[src/rtl/pm_evt_pkg.sv]
package pm_evt_pkg;
  localparam int DATA_W    = 16;
  localparam int SIZE_W    = 2;
  localparam int ACC_BYTES = 2;

  localparam int B_TMR  = 0;
  localparam int B_BM   = 4;
  localparam int B_GBL  = 5;
  localparam int B_PWR  = 8;
  localparam int B_SLP  = 9;
  localparam int B_RTC  = 10;
  localparam int B_WAK  = 15;

  // status bits software may acknowledge by writing a one
  localparam logic [DATA_W-1:0] STS_ACK_MASK =
    (DATA_W'(1) << B_WAK) | (DATA_W'(1) << B_RTC) | (DATA_W'(1) << B_SLP) |
    (DATA_W'(1) << B_PWR) | (DATA_W'(1) << B_BM);
  // enable bits that are retained on a write
  localparam logic [DATA_W-1:0] EN_KEEP_MASK =
    (DATA_W'(1) << B_PWR) | (DATA_W'(1) << B_GBL);
  // bit positions that can raise the interrupt
  localparam logic [DATA_W-1:0] SCI_SRC_MASK =
    (DATA_W'(1) << B_TMR) | (DATA_W'(1) << B_GBL) | (DATA_W'(1) << B_PWR) |
    (DATA_W'(1) << B_SLP) | (DATA_W'(1) << B_RTC);
endpackage

[src/rtl/pm_bus_decode.sv]
module pm_bus_decode #(
  parameter int ADDR_W = 16,
  parameter logic [ADDR_W-1:0] BASE_ADDR = 16'h0400
) (
  input  logic [ADDR_W-1:0]            addr,
  input  logic                         wr,
  input  logic                         rd,
  input  logic [pm_evt_pkg::SIZE_W-1:0] size,
  output logic                         sts_wr,
  output logic                         sts_rd,
  output logic                         en_wr,
  output logic                         en_rd,
  output logic                         bad_acc
);
  import pm_evt_pkg::*;

  localparam logic [ADDR_W-1:0] EN_ADDR = BASE_ADDR + ADDR_W'(2);

  logic hit_sts, hit_en, size_ok;

  always_comb begin
    hit_sts = (addr == BASE_ADDR);
    hit_en  = (addr == EN_ADDR);
    size_ok = (size == SIZE_W'(ACC_BYTES));
    sts_wr  = hit_sts & wr & size_ok;
    sts_rd  = hit_sts & rd & size_ok;
    en_wr   = hit_en  & wr & size_ok;
    en_rd   = hit_en  & rd & size_ok;
    bad_acc = (hit_sts | hit_en) & (wr | rd) & ~size_ok;
  end
endmodule

[src/rtl/pm_sts_reg.sv]
module pm_sts_reg (
  input  logic                          clk,
  input  logic                          rst_n,
  input  logic                          wr_stb,
  input  logic [pm_evt_pkg::DATA_W-1:0] wdata,
  input  logic                          btn_evt,
  output logic [pm_evt_pkg::DATA_W-1:0] sts_q
);
  import pm_evt_pkg::*;

  logic [DATA_W-1:0] sts_d;
  logic              sts_upd;

  always_comb begin
    sts_upd = wr_stb | btn_evt;
    sts_d   = sts_q;
    if (wr_stb) sts_d = sts_d & ~(wdata & STS_ACK_MASK);
    // the event is applied last so it wins over a same-cycle acknowledge
    if (btn_evt && !sts_q[B_PWR]) sts_d[B_PWR] = 1'b1;
    else if (btn_evt)             sts_d[B_PWR] = 1'b1;
  end

  always_ff @(posedge clk or negedge rst_n) begin
    if (!rst_n)       sts_q <= '0;
    else if (sts_upd) sts_q <= sts_d;
  end

  p_evt_sets_r2: assert property (@(posedge clk) disable iff (!rst_n)
    btn_evt |=> sts_q[B_PWR]);
  p_ack_clears_r3: assert property (@(posedge clk) disable iff (!rst_n)
    (wr_stb && wdata[B_PWR] && !btn_evt) |=> !sts_q[B_PWR]);
  p_keep_unacked_r3: assert property (@(posedge clk) disable iff (!rst_n)
    (wr_stb && !wdata[B_PWR] && sts_q[B_PWR]) |=> sts_q[B_PWR]);
  p_evt_beats_ack_r7: assert property (@(posedge clk) disable iff (!rst_n)
    (wr_stb && wdata[B_PWR] && btn_evt) |=> sts_q[B_PWR]);
endmodule

[src/rtl/pm_en_reg.sv]
module pm_en_reg (
  input  logic                          clk,
  input  logic                          rst_n,
  input  logic                          wr_stb,
  input  logic [pm_evt_pkg::DATA_W-1:0] wdata,
  output logic [pm_evt_pkg::DATA_W-1:0] en_q
);
  import pm_evt_pkg::*;

  logic [DATA_W-1:0] en_d;

  always_comb en_d = wdata & EN_KEEP_MASK;

  always_ff @(posedge clk or negedge rst_n) begin
    if (!rst_n)      en_q <= '0;
    else if (wr_stb) en_q <= en_d;
  end

  p_en_hold_r4: assert property (@(posedge clk) disable iff (!rst_n)
    !wr_stb |=> $stable(en_q));
  p_en_store_r4: assert property (@(posedge clk) disable iff (!rst_n)
    wr_stb |=> (en_q[B_PWR] == $past(wdata[B_PWR])));
endmodule

[src/rtl/pm_sci_gen.sv]
module pm_sci_gen (
  input  logic                          clk,
  input  logic                          rst_n,
  input  logic [pm_evt_pkg::DATA_W-1:0] sts,
  input  logic [pm_evt_pkg::DATA_W-1:0] en,
  output logic                          sci_q
);
  import pm_evt_pkg::*;

  logic [DATA_W-1:0] armed;
  logic              sci_d;

  always_comb begin
    armed = sts & en & SCI_SRC_MASK;
    sci_d = |armed;
  end

  always_ff @(posedge clk or negedge rst_n) begin
    if (!rst_n) sci_q <= 1'b0;
    else        sci_q <= sci_d;
  end

  p_sci_level_r6: assert property (@(posedge clk) disable iff (!rst_n)
    (sts[B_PWR] && en[B_PWR]) |=> sci_q);
  p_sci_drop_r5: assert property (@(posedge clk) disable iff (!rst_n)
    ((sts & en) == '0) |=> !sci_q);
endmodule

[src/rtl/pm_evt_regs.sv]
module pm_evt_regs #(
  parameter int ADDR_W = 16,
  parameter logic [ADDR_W-1:0] BASE_ADDR = 16'h0400
) (
  input  logic              clk,
  input  logic              rst_n,
  input  logic [ADDR_W-1:0] bus_addr,
  input  logic              bus_wr,
  input  logic              bus_rd,
  input  logic [1:0]        bus_size,
  input  logic [15:0]       bus_wdata,
  output logic [15:0]       bus_rdata,
  output logic              bus_err,
  input  logic              pwr_btn_evt,
  output logic              sci_out
);
  import pm_evt_pkg::*;

  // asynchronous assertion, synchronous release
  logic [1:0] rst_sync;
  logic       rst_ok_n;

  always_ff @(posedge clk or negedge rst_n) begin
    if (!rst_n) rst_sync <= 2'b00;
    else        rst_sync <= {rst_sync[0], 1'b1};
  end
  always_comb rst_ok_n = rst_sync[1];

  logic sts_wr, sts_rd, en_wr, en_rd, bad_acc;
  logic [DATA_W-1:0] sts_q, en_q;

  pm_bus_decode #(.ADDR_W(ADDR_W), .BASE_ADDR(BASE_ADDR)) u_dec (
    .addr(bus_addr), .wr(bus_wr), .rd(bus_rd), .size(bus_size),
    .sts_wr(sts_wr), .sts_rd(sts_rd), .en_wr(en_wr), .en_rd(en_rd),
    .bad_acc(bad_acc)
  );

  pm_sts_reg u_sts (
    .clk(clk), .rst_n(rst_ok_n), .wr_stb(sts_wr), .wdata(bus_wdata),
    .btn_evt(pwr_btn_evt), .sts_q(sts_q)
  );

  pm_en_reg u_en (
    .clk(clk), .rst_n(rst_ok_n), .wr_stb(en_wr), .wdata(bus_wdata),
    .en_q(en_q)
  );

  pm_sci_gen u_sci (
    .clk(clk), .rst_n(rst_ok_n), .sts(sts_q), .en(en_q), .sci_q(sci_out)
  );

  // read path and error flag
  logic              rd_upd;
  logic [DATA_W-1:0] rdata_d;

  always_comb begin
    rd_upd  = sts_rd | en_rd;
    rdata_d = sts_rd ? sts_q : en_q;
  end

  always_ff @(posedge clk or negedge rst_ok_n) begin
    if (!rst_ok_n)   bus_rdata <= '0;
    else if (rd_upd) bus_rdata <= rdata_d;
  end

  always_ff @(posedge clk or negedge rst_ok_n) begin
    if (!rst_ok_n) bus_err <= 1'b0;
    else           bus_err <= bad_acc;
  end

  p_rdata_hold_r10: assert property (@(posedge clk) disable iff (!rst_ok_n)
    !rd_upd |=> $stable(bus_rdata));
  p_bad_en_stable_r8: assert property (@(posedge clk) disable iff (!rst_ok_n)
    bad_acc |=> ($stable(en_q) && bus_err));
  p_bad_sts_stable_r8: assert property (@(posedge clk) disable iff (!rst_ok_n)
    (bad_acc && !pwr_btn_evt) |=> $stable(sts_q));
  p_err_cause_r9: assert property (@(posedge clk) disable iff (!rst_ok_n)
    (!bus_wr && !bus_rd) |=> !bus_err);
endmodule

[config.mk]
export PLATFORM = sky130hd
export DESIGN_NAME = pm_evt_regs
export DESIGN_NICKNAME = d
export VERILOG_FILES = /design/src/rtl/pm_evt_pkg.sv /design/src/rtl/pm_bus_decode.sv /design/src/rtl/pm_sts_reg.sv /design/src/rtl/pm_en_reg.sv /design/src/rtl/pm_sci_gen.sv /design/src/rtl/pm_evt_regs.sv
export SDC_FILE = /design/constraint.sdc
export NUM_CORES = 1
export LEC_CHECK = 0
export BUFFER_PORTS_ARGS = -buffer_cell sky130_fd_sc_hd__buf_2
export CORE_AREA = 5 5 52 54
export DETAILED_ROUTE_END_ITERATION = 8
export DIE_AREA = 0 0 57 59
export PLACE_DENSITY = 0.85
export SKIP_CTS_REPAIR_TIMING = 1
export SLEW_MARGIN = 20
export SYNTH_ARGS = -nofsm -noshare
export SYNTH_HDL_FRONTEND = slang
export SYNTH_SLANG_ARGS = --single-unit
[constraint.sdc]
create_clock -name clk -period 0.8 [get_ports clk]
set_input_delay 0.08 -clock clk [delete_from_list [all_inputs] [get_ports clk]]
set_output_delay 0.08 -clock clk [all_outputs]
set_load 0.05 [all_outputs]
# After elaboration in Yosys (flattened, before gate mapping)
# Index checks and enable logic that the tools add are counted.
[totals]
output_inout_bits = 18
reg_bits = 38
wordCells = 38
in_bits = 39
[classes]
n_eq_ne = 3
muxes = 4
n_reduce_logical = 6
bitwise_logic = 18
[op_table]
columns = ["op", "count"]
rows = [
  ["16-bit by 11-bit equality test with 1-bit output (second input constant)", 2],
  ["16-bit bitwise AND", 1],
  ["16-bit 2-to-1 mux", 1],
  ["16-bit NOT", 1],
  ["11-bit by 9-bit bitwise AND with 11-bit output", 1],
  ["1-bit bitwise AND", 10],
  ["9-bit 2-to-1 mux", 1],
  ["5-bit OR reduction", 1],
  ["1-bit bitwise OR", 4],
  ["2-bit AND reduction", 2],
  ["3-bit nonzero test", 1],
  ["2-bit equality test (second input constant)", 1],
  ["1-bit 2-to-1 mux", 2],
  ["1-bit logical AND", 1],
  ["1-bit zero test", 1],
  ["1-bit NOT", 1],
]

# Longest topological paths before layout
# Gate-level depths: netlist (run 1).
[logic_depth]
ltp_word = 6
depth_mapped = 4
mapped_depth_nobuf = 4

# By module
# From an unflattened synthesis (run 1), not the netlist that was laid out.
[hier_totals]
cells_unflattened = 135
hier_area_um2 = 1422.6
[by_module_without_submodules]
columns = ["mod", "instances", "area_each_um2", "seq_area_each_um2", "cells_per_inst"]
rows = [
  ["pm_evt_regs", 1, 823.3, 475.5, 73],
  ["pm_sts_reg", 1, 252.7, 125.1, 23],
  ["pm_en_reg", 1, 181.4, 50.0, 19],
  ["pm_bus_decode", 1, 118.9, 0.0, 16],
  ["pm_sci_gen", 1, 46.3, 25.0, 4],
]

# Worst setup path before layout (run 1)
# OpenSTA, ideal clock, no wires.
[synth_timing]
path_type = "input to register"
start = "input bus_addr[13]"
end = "register bus_rdata[8]"
setup_slack_ns = -0.402
arrival_ns = 1.078
required_ns = 0.675
path_stages = 4
path_cell_list = "nor4b_4 nand4_4 nor2_4 mux2_2"
[synth_via]
elab_chain_len = 4
[synth_lines]
columns = ["element", "line", "text"]
rows = [
  ["start, declared", "pm_evt_regs.sv:7", "input logic [ADDR_W-1:0] bus_addr,"],
  ["16-bit by 11-bit equality test with 1-bit output (on tied branches)", "pm_bus_decode.sv:22, pm_bus_decode.sv:23", ""],
  ["1-bit bitwise AND (on tied branches) (2 in a row)", "pm_bus_decode.sv:26, pm_bus_decode.sv:28", ""],
  ["16-bit 2-to-1 mux or 1-bit bitwise OR (tied branches)", "pm_evt_regs.sv:58, pm_evt_regs.sv:57", ""],
  ["end signal, assigned", "pm_evt_regs.sv:63", "else if (rd_upd) bus_rdata <= rdata_d;"],
  ["end, declared", "pm_evt_regs.sv:12", "output logic [15:0] bus_rdata,"],
]
# Parallel ways exist; a longest one is shown, timed or not.
# A chain may end at the register's enable or synchronous reset.

# Worst setup path in the final report (run 1)
[layout_timing]
start = "register u_en.en_q[8] (netlist name)"
end = "register bus_rdata[8]"
[layout_via]
elab_chain_len = 1
[layout_lines]
columns = ["element", "line", "text"]
rows = [
  ["start, declared", "pm_en_reg.sv:6", "output logic [pm_evt_pkg::DATA_W-1:0] en_q"],
  ["start signal, assigned", "pm_en_reg.sv:16", "else if (wr_stb) en_q <= en_d;"],
  ["16-bit 2-to-1 mux", "pm_evt_regs.sv:58", "rdata_d = sts_rd ? sts_q : en_q;"],
]
# Every way passes these cells.

==> results.sh, run 1 <==
export IMPL_globalplace_congestion=0.770
export IMPL_layout_commonest_cell="buf_2"
export IMPL_setup_slack_ps=-253
export IMPL_crit_path_end_kind="flop"
export IMPL_max_freq_ghz=0.950
export IMPL_cp_startpoint="u_en.en_q[8]"
export IMPL_p_int_mw=1.17
export IMPL_yosysWarnings=0
export IMPL_worstReg2RegStart="u_en.en_q[8]"
export IMPL_p_clk_share_pct=28.1
export IMPL_synth_area_per_cell_um2=12.1
export IMPL_synthXorXnorAreaFrac_pct=0
export IMPL_synth_cell_type_count=25
export IMPL_n_fill_cell=181
export IMPL_synth_top_family_by_area="simple AND/OR/NAND/NOR gates"
export IMPL_fin_util_pct=60.6
export IMPL_finalCritPeriodShare_pct=132
export IMPL_vias=687
export IMPL_hpwl_mm=1.56
export IMPL_dr_pass1_iters=2
export IMPL_drtIter0Drc=2
export IMPL_start_util_pct=38.5
export IMPL_die_h_um=59
export IMPL_num_rows=17
export IMPL_grt_overflow=0
export IMPL_muxShareOfSynthArea_pct=8.08
export IMPL_clk_pin_slew_ps=100
export IMPL_final_nets=163
export IMPL_drc=0
export IMPL_netlist_top_cells_area="dfrtp_1 51%, buf_4 9.0%, mux2_1 5.4%"
export IMPL_ys_ff_latch=17
export IMPL_clockRootBuffer="clkbuf_4"
export IMPL_cts_sinks=17
export IMPL_finClkSkew_ps=11.9
export IMPL_status="complete, but fails checks"
export IMPL_rrSetupSlack_ps=-250
export IMPL_start_kind="flop"
export IMPL_multi_input_area_um2=414
export IMPL_seq_area_um2=425
export IMPL_pwr_share_seq_pct=53.3
export IMPL_rsz0062_at_grt="yes"
export IMPL_slew_viol_final=0
export IMPL_grt_pass1_wl_mm=3.14
export IMPL_r2r_cells=2
export IMPL_first_global_vias=711
export IMPL_port_buffers=36
export IMPL_clk_latency_ps=300
export IMPL_switching_share_pct=28.1
export IMPL_grt_max_degree=12
export IMPL_yosys_area_top_type_share_pct=50.9
export IMPL_htree_levels=1
export IMPL_ys_seq_area_share_pct=50.9
export IMPL_period_minus_slack_ps=1050
export IMPL_finalSetupViolCount=21
export IMPL_critical_path_max_fanout=3
export IMPL_diodes=0
export IMPL_worst_endpoint_arrival_ps=1250
export IMPL_drive_gt1_share_pct=56.9
export IMPL_powerDensity_nw_per_um2=1240
export IMPL_antenna_found_initial=0
export IMPL_power_leakage_nw=0.650
export IMPL_drv_cap=0
export IMPL_routed_wl_mm=2.07
export IMPL_synth_simple_gate_area_share_pct=20.8
export IMPL_grtUsageTotal_pct=12.5
export IMPL_wl_per_cell_um=13.7
export IMPL_area_delta_synth_final_pct=57.3
export IMPL_layout_common_cells="24 x buf_2, 17 x dfrtp_1, 12 x buf_6, 11 x conb_1, 9 x buf_4"
export IMPL_switchingPower_uw=458
export IMPL_violations="negative setup slack"
export IMPL_finalSetupTns_ps=-3350
export IMPL_critPathKind="flop to flop"
export IMPL_cts_tree="yes"
export IMPL_die_w_um=57
export IMPL_syn_area_um2=836
export IMPL_hold_violations=0
export IMPL_core_area_um2=2170
export IMPL_ir_drop_uv=1200
export IMPL_postRouteAntennaNets=0
export IMPL_clk_path_buf_depth=2
export IMPL_p_comb_share_pct=18.6
export IMPL_hold_path_class="primary input to flop"
export IMPL_cp_required_ps=990
export IMPL_numCtsBuffers=3
export IMPL_synth_cells=69
export IMPL_synth_top_cell_by_area="dfrtp_1"
export IMPL_crit_end="bus_rdata[8]"
export IMPL_io_pin_count=57
export IMPL_design_die_area_um2=3360
export IMPL_vias_per_cell=4.55
export IMPL_synth_compound_area_share_pct=8.53
export IMPL_synthAdderAreaFrac_pct=0
export IMPL_rr_endpoint="bus_rdata[8]"
==> power groups by stage <==
stage,logic (mW),registers [mW],clock network [mW]
5_1_grt,0.324,0.873,0.514
3_5_place_dp,0.261,0.887,0
4_1_cts,0.262,0.871,0.475
6_report,0.303,0.870,0.458
2_1_floorplan,0.176,0.892,0
3_3_place_gp,0.254,0.887,0
==> stage by stage <==
| stage | setup slack (ps) | hold slack, ps | std cells | total power [mW] | area [um^2] |
|---|---|---|---|---|---|
| floorplan | -393 | -216 | 78 | 1.07 | 878 |
| global placement | -549 | -135 | 137 | 1.14 | 1070 |
| detailed placement | -618 | -132 | 137 | 1.15 | 1070 |
| CTS | -291 | -455 | 141 | 1.61 | 1100 |
| global route | -307 | 9.70 | 151 | 1.71 | 1320 |
| finish | -253 | 7.23 | 151 | 1.63 | 1320 |
==> layout make-up <==
| cell class | instances | share of cell area (%) |
|---|---|---|
| multi-input combinational | 47 | 31.5 |
| inverter | 3 | 0.856 |
| clock buffer | 4 | 2.00 |
| sequential | 17 | 32.4 |
| tap | 28 | 2.66 |
| timing repair buffer | 52 | 30.6 |
==> Yosys cell counts <==
cell      number
dfrtp_1       17
buf_4         10
mux2_1         4
inv_1          3
nand2_1        3
nor2b_1        3
o21ai_0        3
a21boi_1       2
a21oi_1        2
conb_1         2
mux2_2         2
nor2_1         2
nor3_1         2
nor4_4         2
o41ai_1        2
a31oi_1        1
and2_1         1
clkbuf_1       1
nand3_1        1
nand4_4        1
nor2_2         1
nor2_4         1
nor3_2         1
nor4b_4        1
o31ai_1        1
==> sequential cells by signal, summed over array words and instances (netlist names) <==
| register | count |
|---|---|
| bus_err | 1 |
| u_sts.sts_q | 5 |
| rst_sync | 2 |
| u_sci.sci_q | 1 |
| bus_rdata | 6 |
| u_en.en_q | 2 |
==> cells by family after synthesis <==
group	count (synthesis)
other	2
AOI/OAI and AO/OA	11
and+or+nand+nor	19
muxes	6
DFF	17
buffers and inverters	14
==> routing by layer <==
layer | wire length (um) | track usage [%] | vias to the layer above
met2 | 1180 | 23.2 | 27
met5 | 0 | 0 | -
li1 | - | - | 325
met1 | 691 | 12.9 | 328
met3 | 145 | 4.36 | 7
met4 | 51 | 4.64 | 0
==> worst min path at each step <==
stage,startpoint,endpoint,slack (ps),cells past startpoint
final,bus_wdata[5],u_en.en_q[5],7,2
after global routing,bus_wdata[5],u_en.en_q[5],10,2
after CTS,rst_n,rst_sync[0],-450,1
after detailed placement,rst_n,rst_sync[0],-130,1
after global placement,rst_n,rst_sync[0],-140,1
after floorplan,rst_n,rst_sync[0],-220,0
==> worst max-delay path, cell delays in order (launching register included) <==
cell and delay, ps:
dfrtp_1 400, mux2_2 280, mux2_4 260
(Power assumes the default switching activity.)
==> run 2: changes to the inputs <==
--- a/config.mk
+++ b/config.mk
@@ -5,10 +5,11 @@
 export SDC_FILE = /design/constraint.sdc
 export NUM_CORES = 1
 export LEC_CHECK = 0
+export ABC_AREA = 1
 export BUFFER_PORTS_ARGS = -buffer_cell sky130_fd_sc_hd__buf_2
-export CORE_AREA = 5 5 52 54
+export CORE_AREA = 5 5 53 55
 export DETAILED_ROUTE_END_ITERATION = 8
-export DIE_AREA = 0 0 57 59
+export DIE_AREA = 0 0 58 60
 export PLACE_DENSITY = 0.85
 export SKIP_CTS_REPAIR_TIMING = 1
 export SLEW_MARGIN = 20
==> results.sh, run 2 <==
export IMPL_critPathBufInv=1
export IMPL_grt_overflow=0
export IMPL_die_w_um=58
export IMPL_netlist_top_cells_area="dfrtp_1 48%, nand2_1 9.0%, buf_4 8.5%"
export IMPL_cts_sinks=17
export IMPL_setup_slack_ps=-127
export IMPL_drtIter0Drc=4
export IMPL_worst_endpoint_arrival_ps=850
export IMPL_antenna_found_initial=0
export IMPL_crit_family="flip-flops"
export IMPL_cts_tree="yes"
export IMPL_design_die_area_um2=3480
export IMPL_crit_path_end_kind="output port"
export IMPL_rrSetupSlack_ps=30
export IMPL_die_h_um=60
export IMPL_max_freq_ghz=1.08
export IMPL_clk_path_buf_depth=2
export IMPL_wl_per_cell_um=11.6
export IMPL_ys_seq_area_share_pct=48.4
export IMPL_status="complete, but fails checks"
export IMPL_yosysMostFrequentCell="nand2_1"
export IMPL_regMostFlops="bus_rdata"
export IMPL_vias_per_cell=4.35
export IMPL_fin_cells=191
export IMPL_grt_pass1_wl_mm=3.37
export IMPL_synthArstFlopShare_pct=100
export IMPL_finClkSkew_ps=8.80
export IMPL_yosysWarnings=0
export IMPL_rsz0062_at_grt="yes"
export IMPL_ys_ff_latch=17
export IMPL_violations="negative setup slack"
export IMPL_r2r_cells=3
export IMPL_holdPathStages=3
export IMPL_postRouteAntennaNets=0
export IMPL_start_util_pct=37.6
export IMPL_dp_cells=172
export IMPL_num_rows=18
export IMPL_io_pin_count=57
export IMPL_start_kind="flop"
export IMPL_grtUsageTotal_pct=12.4
export IMPL_core_area_um2=2340
export IMPL_drc=0
export IMPL_powerDensity_nw_per_um2=1180
export IMPL_synth_area_per_cell_um2=8.54
export IMPL_hold_violations=0
export IMPL_area_delta_synth_final_pct=56.5
export IMPL_diodes=0
export IMPL_preCtsSetupSlack_ps=-324
export IMPL_drive_gt1_share_pct=49.7
export IMPL_clk_pin_slew_ps=100
export IMPL_hold_path_class="primary input to flop"
export IMPL_clk_latency_ps=290
export IMPL_vias=830
export IMPL_fin_area_um2=1380
export IMPL_synth_top_cell_by_area="dfrtp_1"
export IMPL_htree_levels=1
export IMPL_dr_pass1_iters=4
export IMPL_clockRootBuffer="clkbuf_4"
export IMPL_routed_wl_mm=2.22
export IMPL_ir_drop_uv=1390
export IMPL_critical_path_max_fanout=2
export IMPL_cp_required_ps=720
export IMPL_layout_common_cells="25 x buf_2, 16 x dfrtp_1, 15 x nand2_1, 13 x inv_1, 13 x buf_4"
export IMPL_syn_area_um2=880
export IMPL_drv_cap=0
export IMPL_hpwl_mm=1.71
export IMPL_numCtsBuffers=3
export IMPL_synth_edf_count=0
export IMPL_finalSetupViolCount=12
export IMPL_largestRegisters="bus_rdata x6, u_sts.sts_q x5"
export IMPL_worst_path_max_delay_cell="dfrtp_2"
export IMPL_final_nets=201
export IMPL_slew_viol_final=0
export IMPL_critPathKind="flop to output port"
export IMPL_globalplace_congestion=0.842
export IMPL_synth_cells=103
export IMPL_power_leakage_nw=0.747
export IMPL_finalSetupTns_ps=-976
export IMPL_yosys_area_top_type_share_pct=48.4
export IMPL_ys_flop_type="dfrtp_1"
export IMPL_synth_cell_type_count=17
export IMPL_first_global_vias=791
export IMPL_period_minus_slack_ps=927
export IMPL_port_buffers=36
export IMPL_dpl_cell_area_um2=1110
export IMPL_path_cells="buf_6"
export IMPL_whs_ps=46.0
export IMPL_largest_reg_flops=6
export IMPL_layout_commonest_cell="buf_2"
export IMPL_cpPeakStageDelay_ps=410
export IMPL_worstSetupPathDepth=1
export IMPL_yosys_top_cells_count="21 x nand2_1, 17 x dfrtp_1, 13 x inv_1"
export IMPL_finalCritPeriodShare_pct=116
export IMPL_grt_max_degree=16
==> run 2: power breakdown <==
part	total (mW)	leakage, nW	internal [mW]	switching [mW]
Combinational	0.313	0.525	0.110	0.203
Sequential	0.865	0.205	0.864	0.00145
Clock	0.440	0.0177	0.186	0.254
Total	1.62	0.747	1.16	0.458
==> run 2: cell families after synthesis <==
kind of cell / Yosys count / share of synthesized area (%)
simple gates: 47 / 28.0
flops: 17 / 48.4
compound gates: 12 / 7.82
other cells: 2 / 0.854
buf+inv: 25 / 14.9
==> run 2: path summary, 6_finish.rpt <==
check	startpoint	to
setup / recovery	bus_rdata[8]	bus_rdata[8]
hold / removal	bus_wdata[8]	u_en.en_q[8]
setup reg to reg	bus_rdata[8]	bus_rdata[8]
hold reg to reg	rst_sync[1]	u_sts.sts_q[10]
max in group asynchronous	rst_sync[1]	bus_rdata[8]
min in group asynchronous	rst_n	rst_sync[1]
==> run 2: metal layers <==
| layer | vias to the layer above | track usage, % | wire length, um |
|---|---|---|---|
| met2 | 26 | 22.6 | 1190 |
| met1 | 386 | 14.4 | 843 |
| met3 | 2 | 4.97 | 171 |
| met5 | - | 0 | 0 |
| met4 | 0 | 0.662 | 13 |
| li1 | 416 | - | - |
==> run 2: final cells by class <==
type	count	area, um^2
inverters	15	56.3
flip-flops and latches	17	427
clock inverters	1	5.00
fillers	195	966
repair buffers	55	407
well taps	30	37.5
multi-input cells	70	422
clock buffers	3	22.5
==> run 2: metrics by stage <==
stage / power, mW / util (%)
after floorplan: 1.08 / -
after global placement: 1.14 / 47.3
after detailed placement: 1.14 / 47.3
after CTS: 1.58 / 48.5
after global routing: 1.70 / 58.8
final: 1.62 / 58.8
